==> src/rtl/sw_walk_pkg.sv <==
package sw_walk_pkg;
  localparam int LINE_SHIFT = 5;
  localparam int WAY_W      = 3;
  localparam int WAY_POS    = 29;
  localparam int BASE_LOG2  = 8;
  localparam int FIELD_LSB  = 8;
  localparam int FIELD_W    = 4;
  localparam int PRES_LO    = 3;
  localparam int PRES_HI    = 7;
  localparam int GEOM_W     = 32;
  localparam int OPND_W     = 32;
  localparam int FIELD_MAX  = (1 << FIELD_W) - 1;
  localparam int SET_W      = BASE_LOG2 + FIELD_MAX;

  typedef enum logic [1:0] {ST_IDLE, ST_WALK, ST_DONE} walk_st_e;

  function automatic logic [SET_W-1:0] set_max_of(input logic [FIELD_W-1:0] f);
    return {SET_W{1'b1}} >> (FIELD_W'(FIELD_MAX) - f);
  endfunction

  function automatic logic [OPND_W-1:0] pack_sw(input logic [WAY_W-1:0] w,
                                               input logic [SET_W-1:0] s);
    return (OPND_W'(w) << WAY_POS) | (OPND_W'(s) << LINE_SHIFT);
  endfunction
endpackage

==> src/rtl/sw_geom_dec.sv <==
module sw_geom_dec
  import sw_walk_pkg::*;
(
  input  logic [GEOM_W-1:0] geom_i,
  output logic              present_o,
  output logic [SET_W-1:0]  set_max_o
);
  logic [FIELD_W-1:0] size_field;
  logic               unused_geom;

  assign size_field  = geom_i[FIELD_LSB +: FIELD_W];
  assign present_o   = |geom_i[PRES_HI:PRES_LO];
  assign set_max_o   = set_max_of(size_field);
  assign unused_geom = ^{geom_i[GEOM_W-1:FIELD_LSB+FIELD_W], geom_i[PRES_LO-1:0]};
endmodule

==> src/rtl/sw_idx_ctr.sv <==
module sw_idx_ctr
  import sw_walk_pkg::*;
(
  input  logic             clk,
  input  logic             rst_n,
  input  logic             clear_i,
  input  logic             step_i,
  input  logic [SET_W-1:0] set_max_i,
  output logic [WAY_W-1:0] way_o,
  output logic [SET_W-1:0] set_o,
  output logic             at_last_o
);
  localparam logic [WAY_W-1:0] WAY_LAST = {WAY_W{1'b1}};

  logic [SET_W-1:0] set_max_q;
  logic             way_wrap;

  assign way_wrap  = (way_o == WAY_LAST);
  assign at_last_o = way_wrap && (set_o == set_max_q);

  always_ff @(posedge clk) begin
    if (!rst_n) begin
      way_o     <= '0;
      set_o     <= '0;
      set_max_q <= '0;
    end else if (clear_i) begin
      way_o     <= '0;
      set_o     <= '0;
      set_max_q <= set_max_i;
    end else if (step_i) begin
      way_o <= way_o + 1'b1;
      if (way_wrap) set_o <= set_o + 1'b1;
    end
  end
endmodule

==> src/rtl/sw_walker.sv <==
module sw_walker
  import sw_walk_pkg::*;
(
  input  logic              clk,
  input  logic              rst_n,
  input  logic              start_i,
  input  logic              op_i,
  input  logic [GEOM_W-1:0] geom_i,
  output logic              busy_o,
  output logic              cmd_valid_o,
  input  logic              cmd_ready_i,
  output logic [OPND_W-1:0] cmd_operand_o,
  output logic              cmd_op_o,
  output logic              done_o
);
  walk_st_e         state_q, state_d;
  logic             present;
  logic [SET_W-1:0] set_max;
  logic [WAY_W-1:0] way_idx;
  logic [SET_W-1:0] set_idx;
  logic             at_last;
  logic             op_q;

  // named internal events, observed by the bound checker
  logic start_take;
  logic cmd_fire;
  logic walk_last;

  sw_geom_dec u_dec (
    .geom_i    (geom_i),
    .present_o (present),
    .set_max_o (set_max)
  );

  sw_idx_ctr u_ctr (
    .clk       (clk),
    .rst_n     (rst_n),
    .clear_i   (start_take),
    .step_i    (cmd_fire),
    .set_max_i (set_max),
    .way_o     (way_idx),
    .set_o     (set_idx),
    .at_last_o (at_last)
  );

  assign start_take    = start_i && (state_q == ST_IDLE);
  assign cmd_valid_o   = (state_q == ST_WALK);
  assign cmd_fire      = cmd_valid_o && cmd_ready_i;
  assign walk_last     = cmd_fire && at_last;
  assign busy_o        = (state_q != ST_IDLE);
  assign done_o        = (state_q == ST_DONE);
  assign cmd_operand_o = pack_sw(way_idx, set_idx);
  assign cmd_op_o      = op_q;

  always_comb begin
    state_d = state_q;
    unique case (state_q)
      ST_IDLE: if (start_take) state_d = present ? ST_WALK : ST_DONE;
      ST_WALK: if (walk_last)  state_d = ST_DONE;
      ST_DONE: state_d = ST_IDLE;
      default: state_d = ST_IDLE;
    endcase
  end

  always_ff @(posedge clk) begin
    if (!rst_n) begin
      state_q <= ST_IDLE;
      op_q    <= 1'b0;
    end else begin
      state_q <= state_d;
      if (start_take) op_q <= op_i;
    end
  end
endmodule

==> config.mk <==
export PLATFORM = sky130hd
export DESIGN_NAME = sw_walker
export DESIGN_NICKNAME = d
export VERILOG_FILES = /design/src/rtl/sw_walk_pkg.sv /design/src/rtl/sw_geom_dec.sv /design/src/rtl/sw_idx_ctr.sv /design/src/rtl/sw_walker.sv
export SDC_FILE = /design/constraint.sdc
export NUM_CORES = 1
export LEC_CHECK = 0
export CORE_MARGIN = 5
export CORE_UTILIZATION = 46
export DETAILED_ROUTE_END_ITERATION = 8
export PLACE_DENSITY = 0.91
export SETUP_SLACK_MARGIN = 0.3
export SYNTH_ARGS = -nofsm -noshare
export SYNTH_HDL_FRONTEND = slang
export SYNTH_SLANG_ARGS = --single-unit
==> constraint.sdc <==
create_clock -name clk -period 2.3 [get_ports clk]
set_clock_uncertainty 0.2 [all_clocks]
set_input_delay 0.46 -clock clk [delete_from_list [all_inputs] [get_ports clk]]
set_output_delay 0.46 -clock clk [all_outputs]
set_load 0.05 [all_outputs]
Yosys cells after proc, flatten, opt, wreduce, memory -nomap -nowiden
Cells that the tools add are included.
{ "classes": {"bitwise_logic": 2, "n_mux": 4, "reduce_logical": 10, "eq_ne": 6, "shifts": 1, "n_addsub": 3} }
{ "ops": {"columns": ["cell", "count"], "rows": [
  ["$or 32x28->32", 1],
  ["$add 23x1->23 const B", 1],
  ["$eq 23x23->1", 1],
  ["$shr 23x4->23 const A", 1],
  ["$mux 2", 3],
  ["$reduce_or 5->1", 1],
  ["$logic_and 1x1->1", 4],
  ["$pmux 2 s2", 1],
  ["$reduce_and 2->1", 2],
  ["$sub 4x4->4 const A", 1],
  ["$add 3x1->3 const B", 1],
  ["$eq 3x3->1 const B", 1],
  ["$eq 2x1->1 const B", 1],
  ["$eq 2x2->1 const B", 1],
  ["$logic_not 2->1", 1],
  ["$ne 2x1->1 const B", 1],
  ["$ne 2x2->1 const B", 1],
  ["$reduce_bool 2->1", 1],
  ["$reduce_or 2->1", 1],
  ["$not 1->1", 1]
]} }
{ "word_totals": {"out_inout_bits": 36, "ff_bits": 52, "in_bits": 37} }

Depth between registers and ports, before layout
Gate-level depths: netlist (run 1).
{ "logic_depth": {"depth_word": 5, "mapped_depth": 8, "depth_no_buf": 7} }

By module
A second synthesis (run 1) with hierarchy kept.
{ "hier_totals": {"hier_cells": 296, "area_unflattened_um2": 2757.6} }
{ "modules_own_cells": {"columns": ["mod", "area_each_um2", "cells_per_inst", "seq_area_each_um2", "n_inst"], "rows": [
  ["sw_idx_ctr", 2318.5, 239, 980.9, 1],
  ["sw_walker", 220.2, 25, 60.1, 1],
  ["sw_geom_dec", 219.0, 32, 0.0, 1]
]} }

Worst setup path after synthesis (run 1)
Ideal clock, no wire load.
{ "synth_timing": {"kind": "register to register", "startpoint": "reg u_ctr.way_o[0]", "endpoint": "reg u_ctr.set_o[19]", "period_less_slack_ns": 2.304, "t_arrival_ns": 1.987, "path_buffers": 1, "slack_ns": -0.004, "setup_ns": 0.116, "t_required_ns": 1.984, "path_stages_with_launch": 9, "path_cell_list": "dfxtp_1 -> ha_1 -> ha_1 -> and4b_1 -> buf_4 -> nand3_4 -> nor4b_2 -> xnor2_1 -> nor2_2"} }
{ "synth_via": {"elab_chain_len": 2} }
{ "synth_lines": {"columns": ["item", "line_no", "text"], "rows": [
  ["from (decl)", "sw_idx_ctr.sv:9", "output logic [WAY_W-1:0] way_o,"],
  ["from (signal assigned)", "sw_idx_ctr.sv:31", "way_o <= way_o + 1'b1;"],
  ["$eq 3x3->1", "sw_idx_ctr.sv:18", "assign way_wrap = (way_o == WAY_LAST);"],
  ["$reduce_and 2->1 (no source line)", null, null],
  ["to (signal assigned)", "sw_idx_ctr.sv:32", "if (way_wrap) set_o <= set_o + 1'b1;"],
  ["to (decl)", "sw_idx_ctr.sv:10", "output logic [SET_W-1:0] set_o,"]
]} }
No other way between the ends.
A chain may end at the register's enable or synchronous reset.

Worst setup path in the final report (run 1)
{ "layout_timing": {"startpoint": "in cmd_ready_i", "endpoint": "reg u_ctr.set_o[20]"} }
{ "layout_via": {"elab_chain_len": 2} }
{ "layout_lines": {"columns": ["item", "line_no", "text"], "rows": [
  ["from (decl)", "sw_walker.sv:11", "input logic cmd_ready_i,"],
  ["$logic_and 1x1->1", "sw_walker.sv:48", "assign cmd_fire = cmd_valid_o && cmd_ready_i;"],
  ["$reduce_and 2->1 (no source line)", null, null]
]} }
No other way between the ends.

==> results of run 1 <==
==> cells by family after synthesis <==
family	share of synthesized area, %
AOI/OAI and AO/OA	7.844
xor gates and xnor gates	14.62
adders and majority gates	1.693
buffers and inverters	4.910
DFF	40.63
muxes	0.4515
other	0.1691
and+or+nand+nor	29.68
==> per-stage QoR <==
| step | power, mW | cells |
|---|---|---|
| after global placement | 1.024 | 354 |
| after CTS | 1.548 | 362 |
| after global routing | 1.604 | 365 |
| final | 1.539 | 365 |
| after floorplan | 0.9634 | 261 |
| after detailed placement | 1.029 | 354 |
==> layer usage <==
metal  wire length (µm)  vias up
met5                  0        -
met4                141        0
met3                358       14
met2               2566       78
met1               2148      931
li1                   -      975
==> area by class of cell <==
type,instances,area [µm²]
multi-input cells,196,1301
well taps,54,67.56
fillers,388,1785
flip-flops and latches,45,920.9
inverters,7,26.28
repair buffers,55,489.2
clock buffers,7,96.34
clock inverters,1,5.005
==> flip-flops by register name (all words and copies together) (netlist names) <==
register and flops:
u_ctr.set_max_q 16, u_ctr.way_o 3, state_q 2, cmd_op_o 1, u_ctr.set_o 23
==> how the worst min path moves through the flow <==
| stage | slack, ns | to | start | depth (start not counted) |
|---|---|---|---|---|
| 6_report | 0.26 | u_ctr.set_max_q[17] | u_ctr.set_max_q[17] | 2 |
| 3_5_place_dp | 0.26 | u_ctr.set_max_q[17] | u_ctr.set_max_q[17] | 2 |
| 4_1_cts | 0.27 | u_ctr.set_max_q[17] | u_ctr.set_max_q[17] | 2 |
| 3_3_place_gp | 0.25 | u_ctr.set_max_q[15] | u_ctr.set_max_q[15] | 2 |
| 5_1_grt | 0.28 | u_ctr.set_max_q[15] | u_ctr.set_max_q[15] | 2 |
| 2_1_floorplan | 0.23 | u_ctr.set_max_q[17] | u_ctr.set_max_q[17] | 2 |
==> cell usage after synthesis, types with 4 or more instances <==
library cell | n | area share [%]
a21oi_1 | 6 | 1.4
xor2_1 | 5 | 2.0
dfxtp_1 | 45 | 41
o211a_1 | 4 | 1.8
buf_4 | 7 | 2.4
clkbuf_1 | 4 | 0.68
nor3_1 | 13 | 2.9
nand4_1 | 8 | 2.3
inv_1 | 7 | 1.2
nand2_1 | 29 | 4.9
o21ai_0 | 7 | 1.6
xnor2_1 | 32 | 13
nand3_1 | 13 | 2.9
nor2_1 | 33 | 5.6
==> report_power, final <==
group	total (mW)	switching [mW]	leakage (nW)	internal [mW]
logic	0.193	0.113	0.786	0.0803
registers	0.819	0.0190	0.372	0.800
clock network	0.527	0.255	0.0542	0.271
==> worst max-delay path: stages <==
cell and delay (ns):
clkdlybuf4s50_1 0.47, and4b_2 0.34, buf_4 0.16, nand2_4 0.10
nor3_1 0.21, xnor2_1 0.16, nor2_1 0.06
==> repair_timing <==
action	in CTS	in global routing
pin swaps	0	3
endpoints found under the setup margin	24	16
buffers inserted	0	2
hold buffers	0	0
resized for setup	22	12
gates cloned	0	1
==> flow_metrics.py, run 1 <==
metrics = {
    "cells_and_area": {
        "diodes": 0,
        "drive_gt1_share_pct": 21.22,
        "final_cell_mix": "dfxtp_1, nor2_1, xnor2_1",
        "fin_area_um2": 2907,
        "nNetsFinal": 350,
        "area_growth_pct": 31.09,
        "final_util_pct": 61.95,
        "mostFrequentLayoutCell": "dfxtp_1",
    },
    "routing": {
        "wirelength_mm": 5.215,
        "drc_errors": 0,
        "vias_per_cell": 5.474,
        "drt_iter0_markers": 169,
        "dr.pass1.iters": 5,
        "vias": 1998,
        "drtAntennaViolNets": 0,
        "wl_per_cell_um": 14.29,
    },
    "global_routing": {
        "grt_pass1_wl_mm": 8.169,
        "grt.busiest_layer": "met2",
        "use_met2_pct": 27.05,
        "use_met1_pct": 20.13,
        "grt_pass1_vias": 1825,
        "antenna_found_initial": 0,
        "gr-usage-all-layers_pct": 16.18,
        "met3_usage_pct": 3.499,
        "grt_overflow": 0,
        "grt_max_degree": 26,
    },
    "timing": {
        "fmax_ghz": 0.5112,
        "min_period_ns": 1.956,
        "tightest_slew_ns": 0.5077,
        "period_share_pct": 85.05,
        "hold_viol_final": 0,
        "slew_headroom_pct": 66.29,
        "fin_ws_ns": 0.3438,
        "setup_violations": 0,
        "holdWs_ns": 0.2614,
        "rsz0062_at_grt": "true",
        "slew_viol_final": 0,
        "tns_ns": 0,
    },
    "placed_design": {
        "post-place-ws_ns": 0.009154,
        "gp_congestion": 0.8306,
        "hpwl_mm": 3.665,
        "placedInstanceArea_um2": 2749,
        "io_buffers": 43,
    },
    "worst_setup_path": {
        "cp-start-kind": "primary input",
        "path_class": "in -> reg",
        "r2r_end": "u_ctr.set_o[20]",
        "rr_worst_depth": 8,
        "endpoint": "u_ctr.set_o[20]",
        "critPathRequiredTime_ns": 2.29,
        "crit_fanout": 8,
        "end_kind": "register",
        "r2r_start": "u_ctr.way_o[0]",
        "reg2reg_slack_ns": 0.35,
        "crit_start": "cmd_ready_i",
        "arrival_ns": 1.95,
    },
    "floorplanning": {
        "coreArea_um2": 4692,
        "rows": 25,
        "die_area_um2": 6308,
        "ioPinCount": 73,
        "start_util_pct": 47.25,
        "die_w_um": 79.43,
        "fp.dieH_um": 79.43,
    },
    "clock_tree": {
        "path_clk_slew_ns": 0.08,
        "clkSinkCount": 45,
        "clk_path_buf_depth": 2,
        "htreeDepth": 2,
        "insertion_delay_ns": 0.29,
        "cts-root-buf": "clkbuf_8",
        "cts_buffers": 5,
        "cts_tree": "yes",
    },
    "synth": {
        "post_synth_instance_area_um2": 2217,
        "synth_edf_count": 0,
        "ys_seq_area_share_pct": 40.63,
        "synthArstFlopShare_pct": 0,
        "synth_cell_types": 44,
        "ys_seq_elements": 45,
        "synth_area_per_cell_um2": 8.661,
        "synthFlopType": "dfxtp_1",
        "ys_warn_count": 0,
        "synthCells": 256,
    },
    "power_and_ir_drop": {
        "irDropWorstVdd_v": 0.0002433,
        "leakage_nw": 1.212,
        "cellPowerDensity_nw_per_um2": 529.3,
    },
    "outcome": {
        "status": "finished clean",
    },
    "job": {
        "max-cap-violations": 0,
    },
    "min_path": {
        "hold_class": "reg -> reg",
    },
}
Power figures use the tool's default switching activity.
==> run 2, diff against run 1 <==
- ABC_AREA: not set -> 1
- CORE_UTILIZATION: 46 -> 47
==> run 2 against run 1 <==
Effect of this change: register-to-register slack better by 0.14 ns; power up 10%; hold slack better by 0.0098 ns; critical endpoint is now cmd_operand_o[20]; highest routed layer unchanged; sequential share of layout area down 1.1 points; die area up 4.3%; wire length up 15%; non-clock buffer count down 9.
==> flow_metrics.py, run 2 <==
metrics = {
    "min_path": {
        "holdPathStages": 2,
        "whs_endpoint": "u_ctr.way_o[1]",
        "hold_class": "reg -> reg",
        "min_from": "u_ctr.way_o[1]",
    },
    "global_routing": {
        "grt_max_degree": 24,
        "grt_pass1_wl_mm": 9.998,
        "antenna_found_initial": 0,
        "gr-usage-all-layers_pct": 19.43,
        "grt_pass1_vias": 2196,
        "grt_overflow": 0,
    },
    "worst_setup_path": {
        "crit_family": "buffers and inverters",
        "cp_cell_sequence": "dlygate4sd2_1",
        "r2r_start": "u_ctr.set_o[2]",
        "end_kind": "primary output",
        "cpMaxStageDelayCell": "dlygate4sd2_1",
        "cp.depth": 1,
        "rr_worst_depth": 7,
        "r2r_end": "u_ctr.set_o[19]",
        "critPathBufInv": 1,
        "reg2reg_slack_ns": 0.49,
        "cp-start-kind": "register",
        "path_class": "reg -> out",
        "max_stage_delay_ns": 0.57,
        "arrival_ns": 1.32,
        "crit_start": "u_ctr.set_o[15]",
        "crit_fanout": 5,
        "critPathRequiredTime_ns": 1.64,
    },
    "routing": {
        "wl_per_cell_um": 12.94,
        "vias": 2387,
        "drtAntennaViolNets": 0,
        "drc_errors": 0,
        "wirelength_mm": 5.989,
        "dr.pass1.iters": 6,
        "drt_iter0_markers": 235,
        "vias_per_cell": 5.156,
    },
    "cells_and_area": {
        "top_regs": "u_ctr.set_o: 23 flops, u_ctr.set_max_q: 16 flops, u_ctr.way_o: 3 flops",
        "largest_reg_flops": 23,
        "final_cell_mix": "nand2_1, inv_1, dfxtp_1",
        "regMostFlops": "u_ctr.set_o",
        "area_growth_pct": 24.49,
        "mostFrequentLayoutCell": "nand2_1",
        "final_util_pct": 61.40,
        "drive_gt1_share_pct": 12.12,
        "nNetsFinal": 435,
        "diodes": 0,
    },
    "power_and_ir_drop": {
        "cellPowerDensity_nw_per_um2": 574.7,
        "irDropWorstVdd_v": 0.0003669,
        "leakage_nw": 1.399,
    },
    "clock_tree": {
        "htreeDepth": 2,
        "clk_path_buf_depth": 2,
        "cts-root-buf": "clkbuf_8",
        "clkSinkCount": 45,
        "post_cts_buffers": 0,
        "insertion_delay_ns": 0.30,
        "cts_buffers": 5,
        "path_clk_slew_ns": 0.09,
        "cts_tree": "yes",
        "hold_buffers": 0,
    },
    "timing": {
        "tightest_slew_ns": 0.5133,
        "slew_viol_final": 0,
        "period_share_pct": 85.92,
        "slew_headroom_pct": 65.91,
        "fmax_ghz": 0.5060,
        "min_period_ns": 1.976,
        "setup_violations": 0,
        "hold_viol_final": 0,
        "tns_ns": 0,
        "rsz0062_at_grt": "true",
    },
    "floorplanning": {
        "die_w_um": 81.10,
        "fp.dieH_um": 81.10,
        "start_util_pct": 49.32,
        "die_area_um2": 6577,
        "ioPinCount": 73,
        "coreArea_um2": 4817,
        "rows": 25,
    },
    "placed_design": {
        "io_buffers": 43,
        "gp_congestion": 0.8700,
        "hpwl_mm": 4.354,
    },
    "synth": {
        "synth_area_per_cell_um2": 6.847,
        "ys_warn_count": 0,
        "synth_cell_types": 29,
        "synth_xor_area_share_pct": 2.949,
        "synthCells": 347,
        "synthAdderAreaFrac_pct": 1.580,
        "yosysTopAreaCell": "dfxtp_1",
        "synthFlopType": "dfxtp_1",
        "synth_compound_area_share_pct": 11.16,
        "synthArstFlopShare_pct": 0,
        "synth_top_area_share_pct": 37.91,
        "synthTopCellsByArea": "dfxtp_1, nand2_1, inv_1",
        "ys_seq_area_share_pct": 37.91,
        "ys_seq_elements": 45,
        "synth_mux_area_share_pct": 0,
        "synth_top_family_by_area": "simple AND/OR/NAND/NOR gates",
        "ys_top_cells_by_count": "nand2_1, dfxtp_1, inv_1",
        "synth_edf_count": 0,
        "post_synth_instance_area_um2": 2376,
        "synth-simple-area-share_pct": 35.81,
        "synth.most_common_cell": "nand2_1",
    },
    "outcome": {
        "status": "finished clean",
    },
    "job": {
        "max-cap-violations": 0,
    },
}
[run 2: cell count changes after synthesis, moves of 5 or more]
cell / change
a21oi_1: +15
inv_1: +34
inv_2: +8
nand2_1: +66
nor2_1: +7
o21ai_1: +6
o22ai_1: +5
xnor2_1: -32
[run 2: worst max-delay path by stage]
stage	end	slack [ns]
after floorplan	u_ctr.set_o[20]	0.35
after global placement	u_ctr.set_o[19]	0.15
after detailed placement	u_ctr.set_o[19]	0.11
after CTS	cmd_operand_o[18]	0.31
after global routing	cmd_operand_o[8]	0.28
final	cmd_operand_o[20]	0.32
[run 2: worst reg2reg max path, cell delays in order (launching register included)]
cell and delay, ns:
dfxtp_1 0.48, nand4_1 0.19, inv_1 0.08, nand2_1 0.12
nor2_8 0.20, nand4_1 0.22, nor2_1 0.16, nor2_1 0.05
[run 2: routing by layer]
layer	wire [µm]	track usage, %
met3	419	3.769
met5	0	0
met4	154	8.784
met1	2447	24.15
met2	2968	32.43
[run 2: cell families (layout without fill, tap and decap cells)]
logic type	Yosys count	after routing
adders and majority gates	3	3
and+or+nand+nor	183	183
buffers and inverters	59	103
xor gates and xnor gates	8	8
DFF	45	45
other	1	6
AOI/OAI and AO/OA	48	48
[run 2: layout make-up]
| cell class | count | area [µm²] |
|---|---|---|
| Fill cell | 422 | 1859 |
| Multi-Input combinational cell | 248 | 1246 |
| Sequential cell | 45 | 905.9 |
| Timing Repair Buffer | 46 | 421.7 |
| Inverter | 49 | 183.9 |
| Clock buffer | 7 | 86.33 |
| Tap cell | 67 | 83.83 |
| Clock inverter | 1 | 30.03 |
[run 2: report_power, final]
group	total (mW)	internal (mW)	switching, mW
Clock	0.632	0.355	0.277
Sequential	0.827	0.808	0.0187
Combinational	0.241	0.0818	0.160
Total	1.70	1.24	0.455
[run 2: repair_timing]
item                                    CTS  global route
gates resized for setup                  22             8
pin swaps                                 0             2
gates cloned                              0             0
endpoints found under the hold margin     0             0
endpoints found under the setup margin   22             8
[run 2: metrics by stage]
step,setup slack (ns),cell area (µm²),hold WS (ns),power [mW],cells
global placement,0.1509,2865,0.2565,1.073,455
detailed placement,0.1050,2865,0.2657,1.081,455
global route,0.2785,2958,0.3044,1.764,463
finish,0.3239,2958,0.2712,1.700,463
CTS,0.3110,2954,0.2802,1.705,463
floorplan,0.3514,2400,0.2420,1.010,352
==> run 3, diff against run 2 <==
- RECOVER_POWER: not set -> 100
- SLEW_MARGIN: not set -> 20
==> run 3 against run 2 <==
Effect of this change: power decreased by 0.82%; hold slack improved by 0.0073 ns; sequential power barely moved; final cell count did not move; final area shrank 2.4%; via count fell by 0.21%; critical endpoint is now u_ctr.set_o[22]; sequential cell count unchanged; maximum frequency shrank 5.6%; critical path depth grew 10; global-route usage stayed put; clock power is essentially flat; worst setup slack worse by 0.12 ns.
==> flow_metrics.py, run 3 (synthesis gave the netlist of run 2 again) <==
metrics = {
    "global_routing": {
        "grt_overflow": 0,
        "gr-usage-all-layers_pct": 19.43,
        "grt_pass1_vias": 2196,
        "antenna_found_initial": 0,
        "grt_pass1_wl_mm": 9.998,
        "grt_max_degree": 24,
    },
    "routing": {
        "drc_errors": 0,
        "dr.pass1.iters": 4,
        "wirelength_mm": 6.012,
        "drtAntennaViolNets": 0,
        "wl_per_cell_um": 12.98,
        "vias_per_cell": 5.145,
        "vias": 2382,
        "drt_iter0_markers": 282,
    },
    "cells_and_area": {
        "diodes": 0,
        "mostFrequentLayoutCell": "nand2_1",
        "largest_reg_flops": 23,
        "nNetsFinal": 435,
        "final_cell_mix": "nand2_1, dfxtp_1, nor2_1",
        "drive_gt1_share_pct": 8.081,
        "area_growth_pct": 21.49,
        "fin_area_um2": 2887,
        "fin_cells": 463,
        "top_regs": "u_ctr.set_o: 23 flops, u_ctr.set_max_q: 16 flops, u_ctr.way_o: 3 flops",
        "regMostFlops": "u_ctr.set_o",
    },
    "floorplanning": {
        "die_area_um2": 6577,
        "rows": 25,
        "fp.dieH_um": 81.10,
        "start_util_pct": 49.32,
        "coreArea_um2": 4817,
        "die_w_um": 81.10,
        "ioPinCount": 73,
    },
    "worst_setup_path": {
        "cp-start-kind": "primary input",
        "r2r_start": "u_ctr.set_o[0]",
        "arrival_ns": 2.13,
        "end_kind": "register",
        "r2r_end": "u_ctr.set_o[22]",
        "rr_worst_depth": 11,
        "crit_fanout": 7,
        "path_class": "in -> reg",
        "critPathRequiredTime_ns": 2.34,
        "reg2reg_slack_ns": 0.36,
    },
    "placed_design": {
        "dp_cells": 455,
        "gp_congestion": 0.8700,
        "hpwl_mm": 4.354,
        "post-place-ws_ns": 0.1050,
        "io_buffers": 43,
        "placedInstanceArea_um2": 2865,
    },
    "clock_tree": {
        "cts-root-buf": "clkbuf_8",
        "clkSinkCount": 45,
        "insertion_delay_ns": 0.30,
        "cts_tree": "yes",
        "post_cts_buffers": 0,
        "cts_buffers": 5,
        "htreeDepth": 2,
        "path_clk_slew_ns": 0.08,
        "clk_path_buf_depth": 2,
    },
    "timing": {
        "setup_violations": 0,
        "min_period_ns": 2.092,
        "period_share_pct": 90.97,
        "fmax_ghz": 0.4779,
        "rsz0062_at_grt": "true",
        "slew_viol_final": 0,
        "tns_ns": 0,
        "tightest_slew_ns": 0.6100,
        "slew_headroom_pct": 59.50,
        "fin_ws_ns": 0.2076,
        "hold_viol_final": 0,
    },
    "power_and_ir_drop": {
        "irDropWorstVdd_v": 0.0003690,
        "cellPowerDensity_nw_per_um2": 584.1,
        "leakage_nw": 1.343,
        "power_mw": 1.686,
    },
    "min_path": {
        "hold_class": "reg -> reg",
        "min_from": "u_ctr.way_o[1]",
        "whs_endpoint": "u_ctr.way_o[1]",
        "holdPathStages": 2,
    },
    "job": {
        "max-cap-violations": 0,
    },
    "outcome": {
        "status": "finished clean",
    },
}
-- run 3: changes by cell type in the layout (fill, tap and decap cells not counted), sizes merged --
cell	change
dlygate4sd3	+2
clkdlybuf4s15	-6
clkdlybuf4s50	-2
clkdlybuf4s25	+6
buf	-10
clkbuf	+10
-- run 3: metrics by stage --
stage / hold slack [ns] / utilization (%)
6_report: 0.2785 / 59.92
5_1_grt: 0.3111 / 59.92
4_1_cts: 0.2802 / 61.32
3_5_place_dp: 0.2657 / 59.48
3_3_place_gp: 0.2565 / 59.48
2_1_floorplan: 0.2420 / -
-- run 3: area by class of cell --
type	instances	area, µm²
fillers	441	1931
multi-input cells	248	1229
flip-flops and latches	45	900.9
repair buffers	46	372.9
inverters	49	183.9
clock buffers	7	86.33
well taps	67	83.83
clock inverters	1	30.03
-- run 3: repair_timing --
item,in CTS,in global routing
pin swaps,0,2
endpoints found under the setup margin,22,8
resized for setup,22,8
hold endpoints to repair,0,0
hold buffers,0,0
-- run 3: critical path, cell delays in order --
cell and delay [ns]:
dlygate4sd3_1 0.62, inv_2 0.07, nor2_4 0.13, nand2_4 0.13, nor2_8 0.13, nand2_4 0.09, nor2_1 0.24, nand2_1 0.08
nand2_1 0.07, inv_1 0.03, nor2_1 0.08
-- run 3: report_power, final --
part           leakage [nW]  switching, mW  internal [mW]
Sequential            0.366         0.0186          0.808
Clock                0.0585          0.276          0.355
Combinational         0.919          0.159         0.0706
-- run 3: how the worst max path moves through the flow --
| stage | startpoint | to | slack [ns] | cells past startpoint |
|---|---|---|---|---|
| final | cmd_ready_i | u_ctr.set_o[22] | 0.21 | 11 |
| after detailed placement | cmd_ready_i | u_ctr.set_o[19] | 0.11 | 9 |
| after global routing | cmd_ready_i | u_ctr.set_o[22] | 0.14 | 11 |
| after floorplan | u_ctr.set_o[6] | u_ctr.set_o[20] | 0.35 | 7 |
| after CTS | u_ctr.set_o[13] | cmd_operand_o[18] | 0.31 | 1 |
| after global placement | cmd_ready_i | u_ctr.set_o[19] | 0.15 | 8 |
-- run 3: per-layer routing --
layer  vias up  track usage, %  part of all wire, %
li1       1181               -                    -
met1      1099           24.15                   42
met3        15           3.769                  6.1
met5         -               0                    0
met4         0           8.784                  2.6
met2        87           32.43                   49
